[config.mk]
export PLATFORM = sky130hd
export DESIGN_NAME = sarconv_ctrl
export DESIGN_NICKNAME = d
export VERILOG_FILES = /design/src/rtl/sarc_pkg.sv /design/src/rtl/sarc_rstfilt.sv /design/src/rtl/sarc_sar.sv /design/src/rtl/sarc_fsm.sv /design/src/rtl/sarc_bus.sv /design/src/rtl/sarconv_ctrl.sv
export SDC_FILE = /design/constraint.sdc
export NUM_CORES = 1
export LEC_CHECK = 0
export ABC_CLOCK_PERIOD_IN_PS = 2080
export BUFFER_PORTS_ARGS = -buffer_cell sky130_fd_sc_hd__buf_2
export CAP_MARGIN = 10
export CORE_ASPECT_RATIO = 1.4
export CORE_MARGIN = 2
export CORE_UTILIZATION = 30
export DETAILED_ROUTE_END_ITERATION = 8
export PLACE_DENSITY = 0.44
export SETUP_SLACK_MARGIN = 0.2
export SYNTH_ARGS = -nofsm -noshare
export SYNTH_HDL_FRONTEND = slang
export SYNTH_SLANG_ARGS = --single-unit
[constraint.sdc]
create_clock -name clk -period 2.08 [get_ports clk]
set_input_delay 0.208 -clock clk [delete_from_list [all_inputs] [get_ports clk]]
set_output_delay 0.208 -clock clk [all_outputs]
set_load 0.01 [all_outputs]
[src/rtl/sarc_pkg.sv]
package sarc_pkg;
    typedef enum logic [2:0] {
        ST_IDLE,
        ST_ACQ,
        ST_CONV,
        ST_NAP,
        ST_RESET,
        ST_PDOWN
    } sarc_state_t;
endpackage

[src/rtl/sarc_rstfilt.sv]
module sarc_rstfilt #(
    parameter int RST_CYC = 3,
    parameter int PD_CYC  = 40
) (
    input  logic clk,
    input  logic rst_n,
    input  logic pdr_n,
    output logic rst_hold,
    output logic pdn_hold
);
    localparam int CW = $clog2(PD_CYC + 1);

    logic [1:0]    sync_q;
    logic [CW-1:0] low_cnt;

    // two-flop synchroniser, then a saturating low-time counter
    always_ff @(posedge clk or negedge rst_n) begin
        if (!rst_n) begin
            sync_q  <= 2'b11;
            low_cnt <= '0;
        end else begin
            sync_q <= {sync_q[0], pdr_n};
            if (sync_q[1])
                low_cnt <= '0;
            else if (low_cnt != CW'(PD_CYC))
                low_cnt <= low_cnt + 1'b1;
        end
    end

    assign rst_hold = !sync_q[1] && (low_cnt >= CW'(RST_CYC));
    assign pdn_hold = !sync_q[1] && (low_cnt == CW'(PD_CYC));

    // power-down is only reached through the reset phase
    p_pdn_follows_reset_r8: assert property (@(posedge clk) disable iff (!rst_n)
        $rose(pdn_hold) |-> $past(rst_hold));
endmodule

[src/rtl/sarc_sar.sv]
module sarc_sar #(
    parameter int W = 12
) (
    input  logic         clk,
    input  logic         rst_n,
    input  logic         start,
    input  logic         abort,
    input  logic         cmp,
    output logic         done,
    output logic [W-1:0] code
);
    localparam logic [W-1:0] TOP_BIT = {1'b1, {(W-1){1'b0}}};

    logic [W-1:0] trial;
    logic [W-1:0] mask;
    logic         run;
    logic [W-1:0] kept;

    always_comb kept = cmp ? trial : (trial & ~mask);

    always_ff @(posedge clk or negedge rst_n) begin
        if (!rst_n) begin
            trial <= '0;
            mask  <= '0;
            run   <= 1'b0;
            done  <= 1'b0;
            code  <= '0;
        end else begin
            done <= 1'b0;
            if (abort) begin
                run <= 1'b0;
            end else if (start) begin
                trial <= TOP_BIT;
                mask  <= TOP_BIT;
                run   <= 1'b1;
            end else if (run) begin
                if (mask[0]) begin
                    code <= kept;
                    done <= 1'b1;
                    run  <= 1'b0;
                end else begin
                    trial <= kept | (mask >> 1);
                    mask  <= mask >> 1;
                end
            end
        end
    end

    // a finished search always follows its start by W+1 edges
    p_sar_span_r3: assert property (@(posedge clk) disable iff (!rst_n)
        done |-> $past(start, W + 1));
endmodule

[src/rtl/sarc_fsm.sv]
module sarc_fsm
    import sarc_pkg::*;
#(
    parameter int W         = 12,
    parameter int ACQ_CYC   = 3,
    parameter int NAP_XTRA  = 4,
    parameter int INVALID_N = 4
) (
    input  logic         clk,
    input  logic         rst_n,
    input  logic         sel_n,
    input  logic         cvt,
    input  logic         nap_en_n,
    input  logic         rst_hold,
    input  logic         pdn_hold,
    input  logic         sar_done,
    input  logic [W-1:0] sar_code,
    output logic         busy,
    output logic         sampling,
    output logic         napping,
    output logic         pwr_dn,
    output logic         data_valid,
    output logic [W-1:0] result,
    output logic         sar_start,
    output logic         sar_abort
);
    localparam logic [W-1:0] MARK = {7'h7F, {(W-7){1'b0}}};
    localparam int AW = $clog2(ACQ_CYC + NAP_XTRA + 1) + 1;
    localparam int VW = $clog2(INVALID_N + 2);

    sarc_state_t state, nxt;

    logic          sel_q, cvt_q;
    logic [AW-1:0] acq_cnt;
    logic          ext_acq, pend;
    logic [VW-1:0] vcnt;
    logic          good;

    logic sel_fall, cvt_fall, cvt_rise;
    logic samp_go, conv_go, abort_go, acq_ok;

    always_comb begin
        sel_fall = sel_q & ~sel_n;
        cvt_fall = cvt_q & ~cvt;
        cvt_rise = ~cvt_q & cvt;
        samp_go  = (cvt_rise & ~sel_n) | (sel_fall & cvt);
        conv_go  = (cvt_fall & ~sel_n) | (sel_fall & ~cvt);
        abort_go = (state == ST_CONV) & sel_fall & cvt;
        acq_ok   = acq_cnt >= (ext_acq ? AW'(ACQ_CYC + NAP_XTRA) : AW'(ACQ_CYC));
    end

    // next-state logic
    always_comb begin
        nxt = state;
        if (pdn_hold) begin
            nxt = ST_PDOWN;
        end else if (rst_hold) begin
            nxt = ST_RESET;
        end else begin
            unique case (state)
                ST_IDLE: begin
                    if (samp_go)        nxt = ST_ACQ;
                    else if (!nap_en_n) nxt = ST_NAP;
                end
                ST_NAP: begin
                    if (samp_go)       nxt = ST_ACQ;
                    else if (nap_en_n) nxt = ST_IDLE;
                end
                ST_ACQ: begin
                    if ((conv_go || pend) && acq_ok) nxt = ST_CONV;
                end
                ST_CONV: begin
                    if (abort_go)                 nxt = ST_IDLE;
                    else if (sar_done) begin
                        if (!sel_n && cvt)        nxt = ST_ACQ;
                        else if (!nap_en_n)       nxt = ST_NAP;
                        else                      nxt = ST_IDLE;
                    end
                end
                ST_RESET: nxt = ST_IDLE;
                ST_PDOWN: nxt = ST_IDLE;
            endcase
        end
    end

    // state register
    always_ff @(posedge clk or negedge rst_n) begin
        if (!rst_n) state <= ST_IDLE;
        else        state <= nxt;
    end

    // edge history, acquisition window and result bookkeeping
    always_ff @(posedge clk or negedge rst_n) begin
        if (!rst_n) begin
            sel_q   <= 1'b1;
            cvt_q   <= 1'b0;
            acq_cnt <= '0;
            ext_acq <= 1'b0;
            pend    <= 1'b0;
            result  <= MARK;
            vcnt    <= '0;
            good    <= 1'b0;
        end else begin
            sel_q <= sel_n;
            cvt_q <= cvt;
            if (nxt == ST_ACQ && state != ST_ACQ) begin
                acq_cnt <= AW'(1);
                ext_acq <= (state == ST_NAP);
                pend    <= 1'b0;
            end else if (state == ST_ACQ) begin
                if (!acq_ok) acq_cnt <= acq_cnt + 1'b1;
                pend <= pend | conv_go;
            end
            if (rst_hold) begin
                result <= MARK;
                vcnt   <= '0;
                good   <= 1'b0;
            end else if (abort_go) begin
                result <= MARK;
                good   <= 1'b0;
            end else if (state == ST_CONV && sar_done) begin
                result <= sar_code;
                if (vcnt != VW'(INVALID_N + 1)) vcnt <= vcnt + 1'b1;
                good   <= (vcnt >= VW'(INVALID_N));
            end
        end
    end

    // outputs
    always_comb begin
        busy       = (state == ST_CONV);
        sampling   = (state == ST_ACQ);
        napping    = (state == ST_NAP);
        pwr_dn     = (state == ST_PDOWN);
        data_valid = good;
        sar_start  = (state == ST_ACQ) && (nxt == ST_CONV);
        sar_abort  = (state == ST_CONV) && (abort_go || rst_hold);
    end

    // every conversion is entered from the sampling window
    p_start_from_sample_r1: assert property (@(posedge clk) disable iff (!rst_n)
        $rose(busy) |-> $past(sampling));

    // an abort leaves the marker and drops busy
    p_abort_mark_r4: assert property (@(posedge clk) disable iff (!rst_n)
        (abort_go && !rst_hold) |=> (result == MARK && !busy && !data_valid));

    // a reset phase always clears the valid flag
    p_reset_clears_valid_r9: assert property (@(posedge clk) disable iff (!rst_n)
        rst_hold |=> !data_valid);

    // nap is only entered while nap is enabled
    p_nap_entry_r10: assert property (@(posedge clk) disable iff (!rst_n)
        $rose(napping) |-> $past(!nap_en_n));
endmodule

[src/rtl/sarc_bus.sv]
module sarc_bus #(
    parameter int W = 12
) (
    input  logic         sel_n,
    input  logic         rd_n,
    input  logic         byte_sel,
    input  logic [W-1:0] result,
    output logic         dq_en,
    output logic [W-1:0] dq
);
    localparam int LOW_W = W - 4;

    always_comb begin
        dq_en = ~sel_n & ~rd_n;
        if (!dq_en)
            dq = '0;
        else if (byte_sel)
            dq = {result[3:0], {LOW_W{1'b0}}};
        else
            dq = result;
    end
endmodule

[src/rtl/sarconv_ctrl.sv]
module sarconv_ctrl #(
    parameter int W         = 12,
    parameter int ACQ_CYC   = 3,
    parameter int NAP_XTRA  = 4,
    parameter int RST_CYC   = 3,
    parameter int PD_CYC    = 40,
    parameter int INVALID_N = 4
) (
    input  logic         clk,
    input  logic         rst_n,
    input  logic         sel_n,
    input  logic         cvt,
    input  logic         rd_n,
    input  logic         byte_sel,
    input  logic         nap_en_n,
    input  logic         pdr_n,
    input  logic         cmp_in,
    output logic         busy,
    output logic         sampling,
    output logic         napping,
    output logic         pwr_dn,
    output logic         data_valid,
    output logic         dq_en,
    output logic [W-1:0] dq
);
    logic         rst_hold, pdn_hold;
    logic         sar_start, sar_abort, sar_done;
    logic [W-1:0] sar_code, result;

    sarc_rstfilt #(.RST_CYC(RST_CYC), .PD_CYC(PD_CYC)) u_filt (
        .clk(clk), .rst_n(rst_n), .pdr_n(pdr_n),
        .rst_hold(rst_hold), .pdn_hold(pdn_hold)
    );

    sarc_sar #(.W(W)) u_sar (
        .clk(clk), .rst_n(rst_n), .start(sar_start), .abort(sar_abort),
        .cmp(cmp_in), .done(sar_done), .code(sar_code)
    );

    sarc_fsm #(.W(W), .ACQ_CYC(ACQ_CYC), .NAP_XTRA(NAP_XTRA),
               .INVALID_N(INVALID_N)) u_fsm (
        .clk(clk), .rst_n(rst_n), .sel_n(sel_n), .cvt(cvt),
        .nap_en_n(nap_en_n), .rst_hold(rst_hold), .pdn_hold(pdn_hold),
        .sar_done(sar_done), .sar_code(sar_code),
        .busy(busy), .sampling(sampling), .napping(napping),
        .pwr_dn(pwr_dn), .data_valid(data_valid), .result(result),
        .sar_start(sar_start), .sar_abort(sar_abort)
    );

    sarc_bus #(.W(W)) u_bus (
        .sel_n(sel_n), .rd_n(rd_n), .byte_sel(byte_sel),
        .result(result), .dq_en(dq_en), .dq(dq)
    );
endmodule

After elaboration in Yosys (flattened, before gate mapping)
Cells that the tools add are included.
{"block": "op_classes", "n_reduce_logical": 25, "addsub": 3, "eq_ne": 14, "n_lt_le_gt_ge": 3, "n_bitwise": 22, "mux": 47}
{"operator": "12-bit two-way mux", "count": 12}
{"operator": "3-bit two-way mux", "count": 15}
{"operator": "3-bit one-hot mux with 5 select lines", "count": 1}
{"operator": "1-bit two-way mux", "count": 13}
{"operator": "12-bit AND", "count": 1}
{"operator": "4-bit two-way mux", "count": 3}
{"operator": "6-bit two-way mux", "count": 2}
{"operator": "12-bit NOT", "count": 1}
{"operator": "12-bit by 11-bit bitwise OR with 12-bit output", "count": 1}
{"operator": "1-bit AND", "count": 10}
{"operator": "2-bit nonzero test", "count": 5}
{"operator": "3-bit by 2-bit equality test with 1-bit output, second input constant", "count": 3}
{"operator": "1-bit logical AND", "count": 8}
{"operator": "6-bit by 1-bit adder with 6-bit output, second input constant", "count": 1}
{"operator": "3-bit by 1-bit equality test with 1-bit output, second input constant", "count": 2}
{"operator": "3-bit equality test, second input constant", "count": 2}
{"operator": "6-bit equality test, second input constant", "count": 1}
{"operator": "6-bit by 2-bit greater-or-equal comparator with 1-bit output, second input constant", "count": 1}
{"operator": "6-bit != test, second input constant", "count": 1}
{"operator": "1-bit NOT", "count": 6}
{"operator": "3-bit AND reduction", "count": 2}
{"operator": "4-bit by 1-bit adder with 4-bit output, second input constant", "count": 1}
{"operator": "4-bit greater-or-equal comparator", "count": 1}
{"operator": "2-bit != test, second input constant", "count": 2}
{"operator": "other kinds (14)", "count": 19}
{"block": "totals", "regBits": 73, "wordCells": 131, "output_inout_bits": 18, "input_bits": 9}

Depth between registers and ports, before layout
Gate-level depths: netlist (run 1).
{"block": "depth", "ltp_word": 14, "mapped_depth": 8, "depth_no_buf": 8}

By module
A second synthesis (run 1) with hierarchy kept.
{"block": "hier_totals", "cells_unflattened": 357, "hier_area_um2": 3517.1}
{"mod": "sarc_sar", "n_inst": 1, "area_each_um2": 1561.5, "seq_area_each_um2": 950.9, "cells_per_inst": 146}
{"mod": "sarc_fsm", "n_inst": 1, "area_each_um2": 1403.8, "seq_area_each_um2": 685.7, "cells_per_inst": 152}
{"mod": "sarc_rstfilt", "n_inst": 1, "area_each_um2": 414.1, "seq_area_each_um2": 202.7, "cells_per_inst": 40}
{"mod": "sarc_bus", "n_inst": 1, "area_each_um2": 137.6, "seq_area_each_um2": 0.0, "cells_per_inst": 19}

Least setup slack after synthesis (run 1)
OpenSTA, ideal clock, no wires.
{"block": "synth_timing", "kind": "register to register", "startpoint": "register u_fsm.acq_cnt[2]", "endpoint": "register u_sar.code[11]", "arrival_time_ps": 1983, "path_stages_with_launch": 8, "slack_ps": 17, "period_less_slack_ps": 2063, "n_path_buf": 1, "setup_ps": 79, "cell_sequence": "dfrtp_1 ha_1 a211o_1 o211ai_4 nor2_4 nor4b_4 buf_6 mux2i_1"}
{"block": "synth_via", "elab_chain_len": 10}
{"element": "start: declaration", "line": "sarc_fsm.sv:34", "rtl": "logic [AW-1:0] acq_cnt;"}
{"element": "start signal: assignment", "line": "sarc_fsm.sv:111", "rtl": "if (!acq_ok) acq_cnt <= acq_cnt + 1'b1;"}
{"element": "4-bit greater-or-equal comparator", "line": "sarc_fsm.sv:49", "rtl": "acq_ok = acq_cnt >= (ext_acq ? AW'(ACQ_CYC + NAP_XTRA) : AW'(ACQ_CYC));"}
{"element": "1-bit logical AND", "line": "sarc_fsm.sv:70", "rtl": "if ((conv_go || pend) && acq_ok) nxt = ST_CONV;"}
{"element": "3-bit two-way mux", "line": "sarc_fsm.sv:70"}
{"element": "3-bit one-hot mux with 5 select lines", "line": "sarc_fsm.sv:60", "rtl": "unique case (state)"}
{"element": "3-bit two-way mux", "line": "sarc_fsm.sv:57", "rtl": "end else if (rst_hold) begin"}
{"element": "3-bit two-way mux", "line": "sarc_fsm.sv:55", "rtl": "if (pdn_hold) begin"}
{"element": "3-bit by 2-bit equality test with 1-bit output", "line": "sarc_fsm.sv:136", "rtl": "sar_start = (state == ST_ACQ) && (nxt == ST_CONV);"}
{"element": "1-bit logical AND", "line": "sarc_fsm.sv:136"}
{"element": "1-bit NOT (no source line)"}
{"element": "4-bit AND reduction (no source line)"}
{"element": "end signal: assignment", "line": "sarc_sar.sv:38", "rtl": "code <= kept;"}
{"element": "end: declaration", "line": "sarc_sar.sv:10", "rtl": "output logic [W-1:0] code"}
Every way passes these cells.
A chain may end at the register's enable or synchronous reset.

Worst setup path after layout (run 1)
{"block": "layout_timing", "startpoint": "register u_fsm.state[2]", "endpoint": "register u_fsm.acq_cnt[0]"}
{"block": "layout_via", "elab_chain_len": 11, "word_cells_on_any_way": 26}
{"element": "start: declaration", "line": "sarc_fsm.sv:31", "rtl": "sarc_state_t state, nxt;"}
{"element": "start signal: assignment", "line": "sarc_fsm.sv:89", "rtl": "else state <= nxt;"}
{"element": "3-bit by 2-bit equality test with 1-bit output", "line": "sarc_fsm.sv:48, sarc_fsm.sv:60"}
{"element": "1-bit AND (2 in a row)", "line": "sarc_fsm.sv:48", "rtl": "abort_go = (state == ST_CONV) & sel_fall & cvt;"}
{"element": "3-bit two-way mux", "line": "sarc_fsm.sv:73", "rtl": "if (abort_go) nxt = ST_IDLE;"}
{"element": "3-bit one-hot mux with 5 select lines", "line": "sarc_fsm.sv:60"}
{"element": "3-bit two-way mux", "line": "sarc_fsm.sv:57"}
{"element": "3-bit two-way mux", "line": "sarc_fsm.sv:55"}
{"element": "3-bit by 1-bit equality test with 1-bit output", "line": "sarc_fsm.sv:106", "rtl": "if (nxt == ST_ACQ && state != ST_ACQ) begin"}
{"element": "1-bit logical AND", "line": "sarc_fsm.sv:106"}
{"element": "2-bit != test (no source line) or 2-bit nonzero test (tied branches)"}
{"element": "2-bit AND reduction (no source line)"}
Several ways; a longest one is shown, not always the timed one.

==> run summary, run 1 <==
• buf_6 > or3_4 > nand2_4 > a31oi_4 > a32oi_2 > a2111oi_4 > buf_4 > o31a_1 — worst-path cell chain
• 2 — crit path buf inv count
• 0.007333 ns — final setup skew
• 447 — layout net count
• sky130_fd_sc_hd__dfrtp_1 — most common cell after layout, fill and taps aside
• 2.18 ns — data arrival time at the worst-slack endpoint
• 73 — count of clock tree sinks
• 507.5 MHz — highest achievable clock rate
• 47 — number of core rows
• 0 — remaining global-route overflow
• register — CP endpoint kind
• 1,148 — fill cell count
• 1264 nW/µm² — total power density per cell area
• 63.53% — relative slew slack
• 0.5434 ns — worst-margin pin slew
• 133.2 µm — chip height
• 0.05 ns — CTS clock-pin slew for the worst setup and hold paths
• 51.42% — proportion of synthesized chip area in sequential cells
• 4.634 — detail-routed via count per cell
• 0 — number of failing hold endpoints at the final stage
• 364 — instance count of the mapped netlist
• 0 — Inserted Diodes
• 100.0% — post-synthesis async set-or-reset flop share
• sky130_fd_sc_hd__dfrtp_1 — slowest CP cell
• yes — TritonCTS clock tree
• 12.58 mm — global-route wire length before repair
• 2.103 nW — total leakage power
• 3 — H-tree depth
• 13.62 µm — wire length per cell after detailed routing
• completed — status
• 37.76% — layout cell share with drive strength beyond 1
• 0 — max_cap viols
• 12.63% — GRT Overall Usage
• 2,706 — Via Count
• in -> reg — HP Class
• 11,700 µm² — core box area
• 0 — Yosys Warn Count
• 0 — total setup violations reported at the end of the flow
• 0 — post-detailed-route DRC marker count
• sky130_fd_sc_hd__clkbuf_16 — CTS Root Buffer Type
• compound AO/OA/AOI/OAI gates — top cell family by delay on the critical path
• true — unrepaired setup endpoints after global routing
• 5.274 mm — dpl hpwl
• 7.954 mm — WL final
• 9.827 µm² — average cell area after synthesis
• 2.29 ns — required time of the worst setup path
• 379 — Post-Syn Nets
• 0.4022 mV — maximum ir drop on the vdd rail
• 546 — dpl cells
• 6 — CP Max Fanout
• 0 — Antenna Violating Nets Remaining
• register — critical path launch point type
• sky130_fd_sc_hd__dfrtp_1 — leading register cell type out of synthesis
• 0 — max-slew violation count
• sky130_fd_sc_hd__dfrtp_1, sky130_fd_sc_hd__nand2_1, sky130_fd_sc_hd__buf_4 — commonest cells after routing, fill and taps aside
• 26 — I/O Buffers
• 73 — initial detailed-routing violation count
• 0 — number of flops mapped to enable cells by yosys
• 4 — number of search-and-repair iterations in the first detailed-routing pass
• 52 — count of cell types in the netlist
• 9 — total clock buffers created by CTS
• 73 — Synth Register Bits
• 0.33 ns — clock network latency to the later pin of the worst-skew pair
• 0.7493 — final weighted congestion in routability-driven placement
• 96.29 µm — DIE WIDTH
• 0 — number of antenna violations at the first check in global routing
• 47 — maximum number of pins on one net before global-route repair
• 0.05061 ns — pre-CTS setup slack
• 31.09% — synthesis-to-finish area growth
• 2 — deepest clock path buffer count
• 3577 µm² — synthesized cell area
• 584 — Finished Layout Cells
• 1.970 ns — post-layout minimum cycle time
• 0.1097 ns — setup slack after layout
• 0.41 ns — biggest cell delay along the critical path
• 2,593 — number of global-route vias before repair
• 12,830 µm² — die outline area
• 27 — number of primary I/O pins
• 30.57% — starting density of the core
• reg -> reg — CP Class
• 94.73% — share of the clock period used by the worst path
stage by stage:
| stage | hold slack, ns | utilization [%] | TNS [ns] | cell area [µm²] | total power, W |
|---|---|---|---|---|---|
| after floorplan | -0.08759 | - | 0 | 3583 | 0.003463 |
| after CTS | 0.004046 | 37.34 | 0 | 4369 | 0.005524 |
| after detailed placement | 0.1700 | 34.21 | 0 | 4004 | 0.004027 |
| after global routing | 0.01305 | 40.07 | -0.01751 | 4690 | 0.006371 |
| final | 0.02141 | 40.07 | 0 | 4690 | 0.005929 |
| after global placement | 0.1638 | 34.21 | 0 | 4004 | 0.003984 |
state kept, by name (all words and copies together), names as in the netlist:
signal            count
u_sar.trial          12
u_fsm.pend            1
u_fsm.sel_q           1
u_sar.run             1
u_fsm.acq_cnt         4
u_fsm.cvt_q           1
u_fsm.vcnt            3
u_fsm.data_valid      1
u_fsm.result         12
u_sar.code           12
u_sar.done            1
u_fsm.ext_acq         1
u_filt.sync_q         2
u_sar.mask           12
u_fsm.state           3
u_filt.low_cnt        6
logic make-up after synthesis:
family / after synthesis / share of synthesized area [%]
AND/OR/NAND/NOR: 134 / 18.68
AO/OA/AOI/OAI: 80 / 15.29
flip-flops: 73 / 51.42
buffers and inverters: 48 / 6.296
multiplexers: 17 / 4.757
XOR/XNOR: 6 / 1.469
adder cells (fa/ha/maj): 6 / 2.099
cell usage after synthesis (5+ instances only):
master                      n  area (µm²)
sky130_fd_sc_hd__inv_1     33       123.9
sky130_fd_sc_hd__dfstp_2   10       262.8
sky130_fd_sc_hd__mux2i_1   17       170.2
sky130_fd_sc_hd__o21ai_0   21       105.1
sky130_fd_sc_hd__nor3_1     6       30.03
sky130_fd_sc_hd__a21oi_1   27       135.1
sky130_fd_sc_hd__clkbuf_1   6       22.52
sky130_fd_sc_hd__buf_6      5       56.30
sky130_fd_sc_hd__dfrtp_1   63        1577
sky130_fd_sc_hd__ha_1       6       75.07
sky130_fd_sc_hd__o211ai_1   7       52.55
sky130_fd_sc_hd__and2_1     9       56.30
sky130_fd_sc_hd__nand2_1   72       270.3
sky130_fd_sc_hd__nor2_1    18       67.56
routing by layer:
metal	vias up	part of all wire, %	track usage (%)
li1	1357	-	-
met1	1292	45	15.91
met2	42	48	20.22
met3	15	3.9	2.998
met4	0	2.7	5.869
met5	-	0	0
power by group:
part | internal, W | switching (W)
Sequential | 0.00194 | 0.000386
Clock | 0.000801 | 0.000561
Combinational | 0.00112 | 0.00112
Total | 0.00386 | 0.00206
layout make-up:
cell class	count	area [µm²]	share of cell area [%]
inverter	33	123.9	2.641
clock buffer	12	236.5	5.043
multi-input combinational	244	1747	37.25
timing repair buffer	71	535.5	11.42
clock inverter	4	22.52	0.4803
tap	147	183.9	3.922
sequential	73	1841	39.25
path summary, 6_finish.rpt:
path | cells past startpoint | from | end | slack [ns]
setup / recovery | 8 | u_fsm.state[2] | u_fsm.acq_cnt[0] | 0.11
hold / removal | 1 | sel_n | u_fsm.sel_q | 0.02
setup reg to reg | 8 | u_fsm.state[2] | u_fsm.acq_cnt[0] | 0.11
hold reg to reg | 0 | u_filt.sync_q[0] | u_filt.sync_q[1] | 0.35
max in group asynchronous | 3 | rst_n | u_fsm.result[6] | 1.10
min in group asynchronous | 2 | rst_n | u_fsm.acq_cnt[1] | 0.36
repair_timing:
item / in CTS / in global routing
gates resized for setup: 10 / 67
setup endpoints to repair: 33 / 41
setup buffers: 6 / 11
endpoints found under the hold margin: 26 / 0
hold buffers: 2 / 0
pin swaps: 4 / 58
gates cloned: 0 / 3
(Power assumes the default switching activity.)
==> run 2, diff against run 1 <==
REMOVE_ABC_BUFFERS = 1   (was not set)
==> run summary, run 2 (synthesized netlist as in run 1, its figures left out) <==
• completed — status
• 0.4767 mV — maximum ir drop on the vdd rail, +19%
• 2,736 — number of global-route vias before repair, +5.5%
• reg -> reg — CP Class
• 2.33 ns — required time of the worst setup path, +0.04 ns
• 0.002014 W — Net Switching, -2.4%
• 0 — remaining global-route overflow, unchanged
• 96.29 µm — DIE WIDTH, unchanged
• compound AO/OA/AOI/OAI gates — top cell family by delay on the critical path
• 4 — number of search-and-repair iterations in the first detailed-routing pass, unchanged
• 2,718 — Via Count, +0.44%
• 30.66% — layout cell share with drive strength beyond 1, -7.1 points
• 0.007970 ns — final setup skew, +0.0006366 ns
• 0 — max_cap viols, unchanged
• 11,700 µm² — core box area, unchanged
• 5.489 mm — dpl hpwl, +4.1%
• 0.41 ns — biggest cell delay along the critical path, about the same
• 0.08073 ns — pre-CTS setup slack, +0.03013 ns
• register — CP endpoint kind
• yes — TritonCTS clock tree
• 8.063 mm — WL final, +1.4%
• 13.22% — GRT Overall Usage, +0.59 points
• 2 — deepest clock path buffer count, unchanged
• 0 — max-slew violation count, unchanged
• 447 — layout net count, unchanged
• 2.095 nW — total leakage power, -0.38%
• ha_4 > a211o_1 > o211ai_4 > nor2_4 > nor4b_4 > buf_4 > clkbuf_16 > mux2i_1 — worst-path cell chain
• 0 ns — total negative slack for setup checks, unchanged
• 0.01190 ns — worst slack on hold paths, -0.009507 ns
• 66.15% — relative slew slack, +2.6 points
• 0.07417 ns — setup slack after layout, -0.03551 ns
• sky130_fd_sc_hd__dfrtp_1 — slowest CP cell
• 3 — H-tree depth, unchanged
• 0 — post-detailed-route DRC marker count, unchanged
• 2.006 ns — post-layout minimum cycle time, +0.03551 ns
• sky130_fd_sc_hd__nand2_1 — most common cell after layout, fill and taps aside
• 4.654 — detail-routed via count per cell, +0.44%
• 0.004018 W — cell-internal power, +4.0%
• 27.7% — Clock Power Share, +4.7 points
• 0 — Inserted Diodes, unchanged
• 498.5 MHz — highest achievable clock rate, -1.8%
• 13.26 mm — global-route wire length before repair, +5.4%
• 64 — initial detailed-routing violation count, -12%
• true — unrepaired setup endpoints after global routing
• 0.5078 ns — worst-margin pin slew, -0.03565 ns
• in -> reg — HP Class
• 6 — CP Max Fanout, unchanged
• 4627 µm² — final design area excluding fillers, -1.3%
• 34.6% — combinational power share, -3.2 points
• 47 — number of core rows, unchanged
• 26 — I/O Buffers, unchanged
• 0 — number of antenna violations at the first check in global routing, unchanged
• 2.26 ns — data arrival time at the worst-slack endpoint, +0.08 ns
• 9 — total clock buffers created by CTS, unchanged
• register — critical path launch point type
• 29.35% — synthesis-to-finish area growth
• 584 — Finished Layout Cells, unchanged
• 0.33 ns — clock network latency to the later pin of the worst-skew pair, about the same
• 0 — total setup violations reported at the end of the flow, unchanged
• 30.57% — starting density of the core, unchanged
• 133.2 µm — chip height, unchanged
• 1304 nW/µm² — total power density per cell area, +3.1%
• sky130_fd_sc_hd__nand2_1, sky130_fd_sc_hd__dfrtp_1, sky130_fd_sc_hd__buf_4 — commonest cells after routing, fill and taps aside
• 13.81 µm — wire length per cell after detailed routing, +1.4%
• 37.7% — Seq pwr share, -1.5 points
• 37 — maximum number of pins on one net before global-route repair, -21%
• 0 — Antenna Violating Nets Remaining, unchanged
• 96.43% — share of the clock period used by the worst path, +1.7 points
• 555 — dpl cells, +1.6%
• sky130_fd_sc_hd__clkbuf_16 — CTS Root Buffer Type
• 0.06 ns — CTS clock-pin slew for the worst setup and hold paths, about the same
• 0 — number of failing hold endpoints at the final stage, unchanged
• 73 — count of clock tree sinks, unchanged
• 0.7277 — final weighted congestion in routability-driven placement, -2.9%
• 4065 µm² — Placement Cell Area, +1.5%
• 27 — number of primary I/O pins, unchanged
• 33.40% — switching fraction of total power, -1.4 points
• 12,830 µm² — die outline area, unchanged
• 2 — crit path buf inv count, unchanged
[run 2: layer usage]
layer / vias to the layer above / part of all wire [%] / wire (µm) / global-route usage (%)
met4: 0 / 1.7 / 141 / 6.025
met3: 9 / 2.6 / 213 / 2.376
met2: 29 / 50 / 4040 / 21.14
li1: 1351 / - / - / -
met5: - / 0 / 0 / 0
met1: 1329 / 45 / 3668 / 17.22
[run 2: final timing paths]
check                            startpoint                to  slack (ns)  cells after the start
max reg2reg                u_fsm.acq_cnt[2]     u_sar.code[7]        0.07                      8
max in group asynchronous             rst_n       u_fsm.sel_q        1.03                      3
min reg2reg                u_filt.sync_q[0]  u_filt.sync_q[1]        0.35                      0
max                        u_fsm.acq_cnt[2]     u_sar.code[7]        0.07                      8
min                                   sel_n       u_fsm.sel_q        0.01                      1
min in group asynchronous             rst_n     u_sar.mask[7]        0.37                      2
[run 2: cell type report]
| type | instances | area (µm²) |
|---|---|---|
| fill | 1177 | 7076 |
| tap | 147 | 183.9 |
| inverter | 33 | 123.9 |
| multi-input combinational | 243 | 1613 |
| clock inverter | 6 | 91.34 |
| clock buffer | 10 | 229.0 |
| sequential | 73 | 1842 |
| timing repair buffer | 72 | 544.3 |
[run 2: timing repair]
action                                  in CTS  in global routing
gates cloned                                 1                  2
buffers inserted                             2                  6
pin swaps                                    9                 12
gates resized for setup                     12                 27
endpoints found under the setup margin      29                 41
hold buffers                                 2                  0
endpoints found under the hold margin       31                  0
[run 2: power by group through the flow]
stage / logic, W / clock network, W / registers [W]
after detailed placement: 0.00185 / 0 / 0.00228
after global placement: 0.00182 / 0 / 0.00226
after floorplan: 0.00118 / 0 / 0.00220
after global routing: 0.00235 / 0.00178 / 0.00234
after CTS: 0.00193 / 0.00172 / 0.00226
final: 0.00209 / 0.00167 / 0.00227
[run 2: through the flow]
step           total power, W  util [%]
3_3_place_gp         0.004081     34.74
3_5_place_dp         0.004131     34.74
4_1_cts              0.005906     38.12
2_1_floorplan        0.003386         -
6_report             0.006032     39.54
5_1_grt              0.006476     39.54
